**src/rtl/prc_pkg.sv**
```systemverilog
package prc_pkg;
    parameter int ADDR_W     = 8;
    parameter int DATA_W     = 16;
    parameter int PAGE_WORDS = 4;
    parameter int SEL_W      = $clog2(PAGE_WORDS);
    parameter int MEM_MUL    = 32'h0000_9E37;
    parameter int MEM_ADD    = 32'h0000_1234;
endpackage

```
**src/rtl/page_array.sv**
```systemverilog
module page_array
    import prc_pkg::*;
#(
    parameter int AW = ADDR_W,
    parameter int DW = DATA_W
) (
    input  logic [AW-SEL_W-1:0]                 page,
    output logic [PAGE_WORDS-1:0][DW-1:0]       words
);
    localparam logic [DW-1:0] MUL_V = DW'(MEM_MUL);
    localparam logic [DW-1:0] ADD_V = DW'(MEM_ADD);

    for (genvar i = 0; i < PAGE_WORDS; i++) begin : g_word
        logic [AW-1:0] full_a;
        assign full_a   = {page, SEL_W'(i)};
        assign words[i] = DW'(DW'(full_a) * MUL_V + ADD_V);
    end
endmodule

```
**src/rtl/lat_timer.sv**
```systemverilog
module lat_timer #(
    parameter int CW = 3
) (
    input  logic          clk,
    input  logic          rst_n,
    input  logic          start,
    input  logic          stop,
    input  logic [CW-1:0] load_val,
    output logic          busy,
    output logic          expire
);
    logic [CW-1:0] cnt_d, cnt_q;

    always_comb begin
        cnt_d = cnt_q;
        if (stop)
            cnt_d = '0;
        else if (start)
            cnt_d = load_val;
        else if (cnt_q != '0)
            cnt_d = cnt_q - 1'b1;
    end

    always_ff @(posedge clk or negedge rst_n) begin
        if (!rst_n) cnt_q <= '0;
        else        cnt_q <= cnt_d;
    end

    assign busy   = (cnt_q != '0);
    assign expire = (cnt_q == CW'(1)) && !start && !stop;
endmodule

```
**src/rtl/page_read_ctrl.sv**
```systemverilog
module page_read_ctrl
    import prc_pkg::*;
#(
    parameter int AW      = ADDR_W,
    parameter int DW      = DATA_W,
    parameter int T_LONG  = 6,
    parameter int T_SHORT = 2
) (
    input  logic          clk,
    input  logic          rst_n,
    input  logic [AW-1:0] addr,
    input  logic          addr_latch,
    input  logic          chip_en_n,
    input  logic          out_en_n,
    input  logic          async_mode,
    output logic [DW-1:0] rd_data,
    output logic          rd_valid
);
    localparam int PW   = AW - SEL_W;
    localparam int TMAX = (T_LONG > T_SHORT) ? T_LONG : T_SHORT;
    localparam int CW   = $clog2(TMAX + 1);
    localparam logic [CW-1:0] LONG_V  = CW'(T_LONG);
    localparam logic [CW-1:0] SHORT_V = CW'(T_SHORT);

    typedef struct packed {
        logic [PW-1:0]                   pg;
        logic                            pv;
        logic [SEL_W-1:0]                ws;
        logic [PAGE_WORDS-1:0][DW-1:0]   pbuf;
    } st_t;

    st_t st_d, st_q;

    logic [PW-1:0]    addr_pg;
    logic [SEL_W-1:0] addr_ws;
    logic ce, act, hit, lat, miss_lat, hit_lat, wchg;
    logic long_start, long_stop, long_busy, long_expire;
    logic short_start, short_stop, short_busy, short_expire;
    logic [PAGE_WORDS-1:0][DW-1:0] arr_words;

    assign addr_pg  = addr[AW-1:SEL_W];
    assign addr_ws  = addr[SEL_W-1:0];
    assign ce       = !chip_en_n;
    assign act      = ce && async_mode;
    assign hit      = st_q.pv && (addr_pg == st_q.pg);
    assign lat      = act && addr_latch;
    assign miss_lat = lat && !hit;
    assign hit_lat  = lat && hit;
    assign wchg     = (addr_ws != st_q.ws);

    assign long_start  = miss_lat;
    assign long_stop   = !ce;
    assign short_stop  = !ce || miss_lat;
    assign short_start = act && st_q.pv && !long_busy && (wchg || hit_lat);

    lat_timer #(.CW(CW)) u_long (
        .clk(clk), .rst_n(rst_n), .start(long_start), .stop(long_stop),
        .load_val(LONG_V), .busy(long_busy), .expire(long_expire)
    );

    lat_timer #(.CW(CW)) u_short (
        .clk(clk), .rst_n(rst_n), .start(short_start), .stop(short_stop),
        .load_val(SHORT_V), .busy(short_busy), .expire(short_expire)
    );

    page_array #(.AW(AW), .DW(DW)) u_arr (
        .page(st_q.pg), .words(arr_words)
    );

    always_comb begin
        st_d    = st_q;
        st_d.ws = addr_ws;
        if (miss_lat)
            st_d.pg = addr_pg;
        if (!ce || miss_lat)
            st_d.pv = 1'b0;
        else if (long_expire) begin
            st_d.pv   = 1'b1;
            st_d.pbuf = arr_words;
        end
    end

    always_ff @(posedge clk or negedge rst_n) begin
        if (!rst_n) st_q <= '0;
        else        st_q <= st_d;
    end

    assign rd_valid = act && !out_en_n && st_q.pv && !long_busy
                      && !short_busy && !wchg;
    assign rd_data  = rd_valid ? st_q.pbuf[addr_ws] : '0;

    logic unused_ok;
    assign unused_ok = short_expire;

    p_fill_r2: assert property (@(posedge clk) disable iff (!rst_n)
        long_expire && ce |=> st_q.pv);
    p_word_gap_r3: assert property (@(posedge clk) disable iff (!rst_n)
        act && st_q.pv && !long_busy && wchg && !miss_lat |=> short_busy && !rd_valid);
    p_new_page_r5: assert property (@(posedge clk) disable iff (!rst_n)
        miss_lat |=> long_busy && !st_q.pv);
    p_oe_gate_r6: assert property (@(posedge clk) disable iff (!rst_n)
        out_en_n |-> !rd_valid && rd_data == '0);
    p_ce_drop_r7: assert property (@(posedge clk) disable iff (!rst_n)
        chip_en_n |=> !st_q.pv && !long_busy);
    p_mode_off_r8: assert property (@(posedge clk) disable iff (!rst_n)
        !async_mode |-> !rd_valid);
    p_mode_keep_r8: assert property (@(posedge clk) disable iff (!rst_n)
        !async_mode && ce && st_q.pv |=> st_q.pv && $stable(st_q.pg));
endmodule

```
**config.mk**
```make
export PLATFORM = sky130hd
export DESIGN_NAME = page_read_ctrl
export DESIGN_NICKNAME = d
export VERILOG_FILES = /design/src/rtl/prc_pkg.sv /design/src/rtl/page_array.sv /design/src/rtl/lat_timer.sv /design/src/rtl/page_read_ctrl.sv
export SDC_FILE = /design/constraint.sdc
export NUM_CORES = 1
export LEC_CHECK = 0
export ABC_AREA = 1
export BUFFER_PORTS_ARGS = -buffer_cell sky130_fd_sc_hd__buf_4
export CELL_PAD_IN_SITES_DETAIL_PLACEMENT = 1
export CELL_PAD_IN_SITES_GLOBAL_PLACEMENT = 1
export CORE_ASPECT_RATIO = 1.5
export CORE_MARGIN = 4
export CORE_UTILIZATION = 47
export DETAILED_ROUTE_END_ITERATION = 10
export PLACE_DENSITY = 0.87
export SYNTH_ARGS = -nofsm -noshare
export SYNTH_HDL_FRONTEND = slang
export SYNTH_SLANG_ARGS = --single-unit
```
**constraint.sdc**
```tcl
create_clock -name clk -period 6.1 [get_ports clk]
set_input_delay 0.61 -clock clk [delete_from_list [all_inputs] [get_ports clk]]
set_output_delay 0.61 -clock clk [all_outputs]
set_load 0.005 [all_outputs]
```
---- After elaboration in Yosys (flattened, before gate mapping) ----
Cells that the tools add are included.
storage, ports and cells
  bits in registers ....................... 79
  input port bits ......................... 14
  output and inout bits ................... 17
operators by class
  add/sub/neg operators ................... 6
  multiply operators ...................... 4
  magnitude comparators ................... 1
  eq/ne operators ......................... 3
  mux-type cells .......................... 11
  bitwise gates (word level) .............. 1
  reductions and logical operators ........ 30
operators by type and width
  kind                      count
  $add A16 B13 Y16 const B  4
  $bmux W16 S2              1
  $mul A8 B16 Y16 const B   2
  $mux W16                  2
  $mux W3                   6
  $mul A6 B16 Y14 const B   1
  $mul A7 B16 Y15 const B   1
  $logic_and A1 B1 Y1       15
  $reduce_bool A3 Y1        4
  $logic_not A1 Y1          7
  $eq A6 B6 Y1              1
  $sub A3 B1 Y3 const B     2
  $eq A3 B1 Y1 const B      1
  $lt A2 B3 Y1 const B      1
  $logic_or A1 B1 Y1        2
  $mux W1                   2
  $ne A2 B2 Y1              1
  $reduce_and A2 Y1         1
  $reduce_bool A2 Y1        1
  $not A1 Y1                1

---- Depth between registers and ports, before layout ----
  word-level depth ........................ 9
  mapped depth ............................ 24

---- Hierarchy ----
From an unflattened synthesis, not the netlist that was laid out.
second synthesis, totals
  cells, all modules ...................... 1,152
  area, all modules ....................... 8,324.2 µm²
by module, submodules not included
  module          times used  cells each  area an instance (µm²)
  page_array      1           603         4,185.3
  page_read_ctrl  1           489         3,708.6
  lat_timer       2           30          215.2

---- Worst setup path before layout ----
No wires, ideal clock.
  path kind ............................... register to register
  from .................................... register st_q[67] in the netlist's numbering
  to ...................................... register st_q[46] in the netlist's numbering
  setup time .............................. 0.126 ns
  data arrival time ....................... 4.319 ns
  path slack .............................. 1.655 ns
  cell stages (with the launch flop) ...... 22
  buffers on the path ..................... 1
  cells stage by stage .................... dfrtp_1 -> buf_4 -> inv_1 -> ha_1 -> inv_1 -> fa_1 -> fa_1 -> inv_1 -> ha_1 -> fa_1 -> nand2_1 -> inv_1 -> nand3_1 -> nand2_1 -> xor2_1 -> nand2_1 -> nand3_1 -> nand2_1 -> nand2_1 -> nand2_1 -> nand3_1 -> o21ai_0
on the way
  word-level cells in the longest chain between the ends .. 8
  elaborated cells on any way between the ends .. 12
  classes of those cells .................. add/sub (1); mul (1); eq/ne (1); bitwise (1); reduce/logical (8)
ends and longest elaborated chain
  what                                                                     line                  source
  start: declaration                                                       page_read_ctrl.sv:32  st_t st_d, st_q;
  start signal: assignment                                                 page_read_ctrl.sv:85  else st_q <= st_d;
  parallel branches: the longest is 8 deep, another holds $mul A7 B16 Y15  n/a
Several ways; the timed one is not identified.
A chain may end at the register's enable or synchronous reset.

---- Worst setup path in the final report ----
Same ends and word-level chain as after synthesis.

==> impl_metrics.ini <==
[cts]
cts_root_buf = sky130_fd_sc_hd__clkbuf_16
number_of_sinks_handled_by_clock_tree_synthesis = 69
cts_inserted_buffers = 9
clkLatencyLatePin_ps = 340
cts.reportedPaths.clkPinSlew_ps = 70
cts.repair.resized = 0
ctsLongestPathBuffers = 2
postCtsHoldBufs = 0
cts_post_setup_buffers_inserted = 0
cts_tree = yes
clock_tree.htree_level_count = 3

[floorplanning]
die_area_um2 = 17800
core_region_area_um2 = 15200
dieWidth_um = 110
floorplan.die.height_um = 161
fp-row-count = 55
initial_core_util = 0.484
design.portCount = 31

[logic_synthesis]
synthDominantAreaCellType = sky130_fd_sc_hd__dfrtp_1
synthMuxAreaShare = 0.00136
combinational_family_with_the_most_area_after_synthesis = adder cells
syn_area_um2 = 7360
synth-edff-count = 0
yosysWarnings = 0
synth_fa_ha_area_frac = 0.255
synth_area_per_cell_um2 = 7.35
synth_simple_gate_area_frac = 0.219
synth-main-ff-cell = sky130_fd_sc_hd__dfrtp_1
yosysSeqAreaShare = 0.235
synth_top_cells_by_area = sky130_fd_sc_hd__dfrtp_1 23%, sky130_fd_sc_hd__ha_1 16%, sky130_fd_sc_hd__nand2_1 12%, sky130_fd_sc_hd__fa_1 9.5%, sky130_fd_sc_hd__inv_1 9.3%
synthMostInstantiatedCell = sky130_fd_sc_hd__nand2_1
syn-num-nets = 1144
synth-compound-area-share = 0.128
postSynthRegisterBits = 69
synth_top_area_share = 0.235
synth_xor_xnor_area_share = 0.0508
synth_cell_types = 40
synth.top_cells.by_count = 233 x sky130_fd_sc_hd__nand2_1, 182 x sky130_fd_sc_hd__inv_1, 94 x sky130_fd_sc_hd__ha_1
ys_async_sr_fraction = 1.00
syn_inst = 1001

[layout]
antennaDiodeCount = 0
synthToLayoutAreaGrowth_pct = 9.42
layout.core_utilization = 0.530
layout_filler_cell_count = 1983
post_route_cells_drive_above_1_share = 0.0644
nets_finish = 1163

[placement]
io_buffers = 30
dpl.hpwl_um = 18200
gp_routability_congestion = 0.872

[worst_setup_path]
critical_path_required_ps = 6310
setup.worst_path.start_class = flop
setup.worst_path.end_class = flop
critPathKind = flop to flop
cp_max_fo = 14
cp.arrival_ps = 5460

[global_routing]
grt_max_degree = 70
groute.layer.met1.usage = 0.318
top_usage_layer = met2
grt_antenna_before_repair = 0
overall_overflow_remaining_after_global_route = 0
grt.met2_usage = 0.481
grt.total_usage = 0.273
grt_pass1_wl_um = 37500
grt_util_met3 = 0.0248
first_global_vias = 7366

[sta]
post-route-min-period_ps = 5250
tns_ps = 0
final.setup_skew_ps = 10.9
worstMarginPinSlew_ps = 965
rsz0062_at_grt = no
headroom_to_the_max_slew_limit = 0.357
fmax_ghz = 0.190
finalHoldViolations = 0
setup_violations = 0
number_of_pins_with_negative_max_slew_slack_in_the_final_report = 0
timing.final.crit_share = 0.861

[hold_path]
hold_path_class = input pin to asynchronous set/reset pin

[routing]
drc = 0
postRouteAntennaNets = 0
route.detailed.vias_per_inst = 5.50
vias = 6731
routedWlPerCell_um = 18.9
drt_pass1_iterations = 4
postRouteWirelength_um = 23100
drt-initial-drc-count = 300

[run]
drv_cap = 0

[outcome]
run_status = finished clean
-- layer usage --
metal  wire length [um]  vias to the layer above
li1                   -                     3217
met3                620                       75
met1               9220                     3277
met2              11900                      162
met4               1370                        0
met5                  0                        -
-- per-stage QoR --
stage | cells | hold slack (ps) | instance area (um2) | setup WS, ps
3_3_place_gp | 1208 | 454 | 7720 | 1220
4_1_cts | 1224 | 434 | 8060 | 827
6_report | 1224 | 409 | 8060 | 849
2_1_floorplan | 1001 | 314 | 7360 | 1650
5_1_grt | 1224 | 439 | 8060 | 307
3_5_place_dp | 1208 | 464 | 7720 | 880
-- worst max-delay path, stage by stage (launching register included) --
cell and delay [ps]:
sky130_fd_sc_hd__dfrtp_1 710, sky130_fd_sc_hd__inv_1 320, sky130_fd_sc_hd__ha_1 520, sky130_fd_sc_hd__inv_1 170, sky130_fd_sc_hd__fa_1 570, sky130_fd_sc_hd__fa_1 630, sky130_fd_sc_hd__inv_1 100, sky130_fd_sc_hd__ha_1 250
sky130_fd_sc_hd__fa_1 590, sky130_fd_sc_hd__nand2_1 80, sky130_fd_sc_hd__inv_1 90, sky130_fd_sc_hd__nand3_1 90, sky130_fd_sc_hd__nand2_1 120, sky130_fd_sc_hd__xor2_1 250, sky130_fd_sc_hd__nand2_1 150, sky130_fd_sc_hd__nand3_1 130
sky130_fd_sc_hd__nand2_1 80, sky130_fd_sc_hd__nand2_1 70, sky130_fd_sc_hd__nand2_1 50, sky130_fd_sc_hd__nand3_1 60, sky130_fd_sc_hd__o21ai_0 80
-- final timing paths --
kind | from | end | slack (ps) | cells after the start
max | st_q[67] | st_q[46] | 850 | 20
min | rst_n | st_q[14] | 410 | 1
max reg2reg | st_q[67] | st_q[46] | 850 | 20
min reg2reg | st_q[2] | st_q[2] | 480 | 2
max in group asynchronous | rst_n | st_q[27] | 5060 | 1
min in group clk | chip_en_n | u_long.cnt_q[1] | 440 | 2
-- area by class of cell --
| cell class | count | area [um2] | share of cell area |
|---|---|---|---|
| Clock buffer | 9 | 225 | 0.0280 |
| Clock inverter | 7 | 105 | 0.0130 |
| Inverter | 185 | 694 | 0.0862 |
| Multi-Input combinational cell | 724 | 4820 | 0.599 |
| Sequential cell | 69 | 1730 | 0.214 |
| Tap cell | 199 | 249 | 0.0309 |
| Timing Repair Buffer | 31 | 233 | 0.0289 |
-- cell families after synthesis --
kind of cell,after synthesis
adders and majority gates,129
AOI/OAI and AO/OA,171
DFF,69
muxes,1
and+or+nand+nor,382
buffers and inverters,208
xor gates and xnor gates,41
-- sequential cells by signal, indices dropped and copies added, names as in the netlist --
register / count
u_short.cnt_q: 3
st_q: 63
u_long.cnt_q: 3
-- cells in the final DEF (no fill, tap or decap), types with 8 or more instances in the layout --
cell | netlist | routed
sky130_fd_sc_hd__buf_4 | 2 | 31
sky130_fd_sc_hd__nand2_1 | 233 | 233
sky130_fd_sc_hd__fa_1 | 35 | 35
sky130_fd_sc_hd__dfrtp_1 | 69 | 69
sky130_fd_sc_hd__nand4_1 | 9 | 9
sky130_fd_sc_hd__xnor2_1 | 22 | 22
sky130_fd_sc_hd__o21ai_1 | 15 | 15
sky130_fd_sc_hd__nor2_1 | 57 | 57
sky130_fd_sc_hd__nand3b_1 | 8 | 8
sky130_fd_sc_hd__ha_1 | 94 | 94
sky130_fd_sc_hd__inv_1 | 182 | 182
sky130_fd_sc_hd__nand3_1 | 58 | 58
sky130_fd_sc_hd__o21ai_0 | 54 | 54
sky130_fd_sc_hd__xor2_1 | 17 | 17
sky130_fd_sc_hd__a21oi_1 | 66 | 66
sky130_fd_sc_hd__clkbuf_16 | 0 | 9
Power is left out: the tool's default activity adds up to more than one toggle a clock period on the data nets, which glitch-free logic cannot reach.
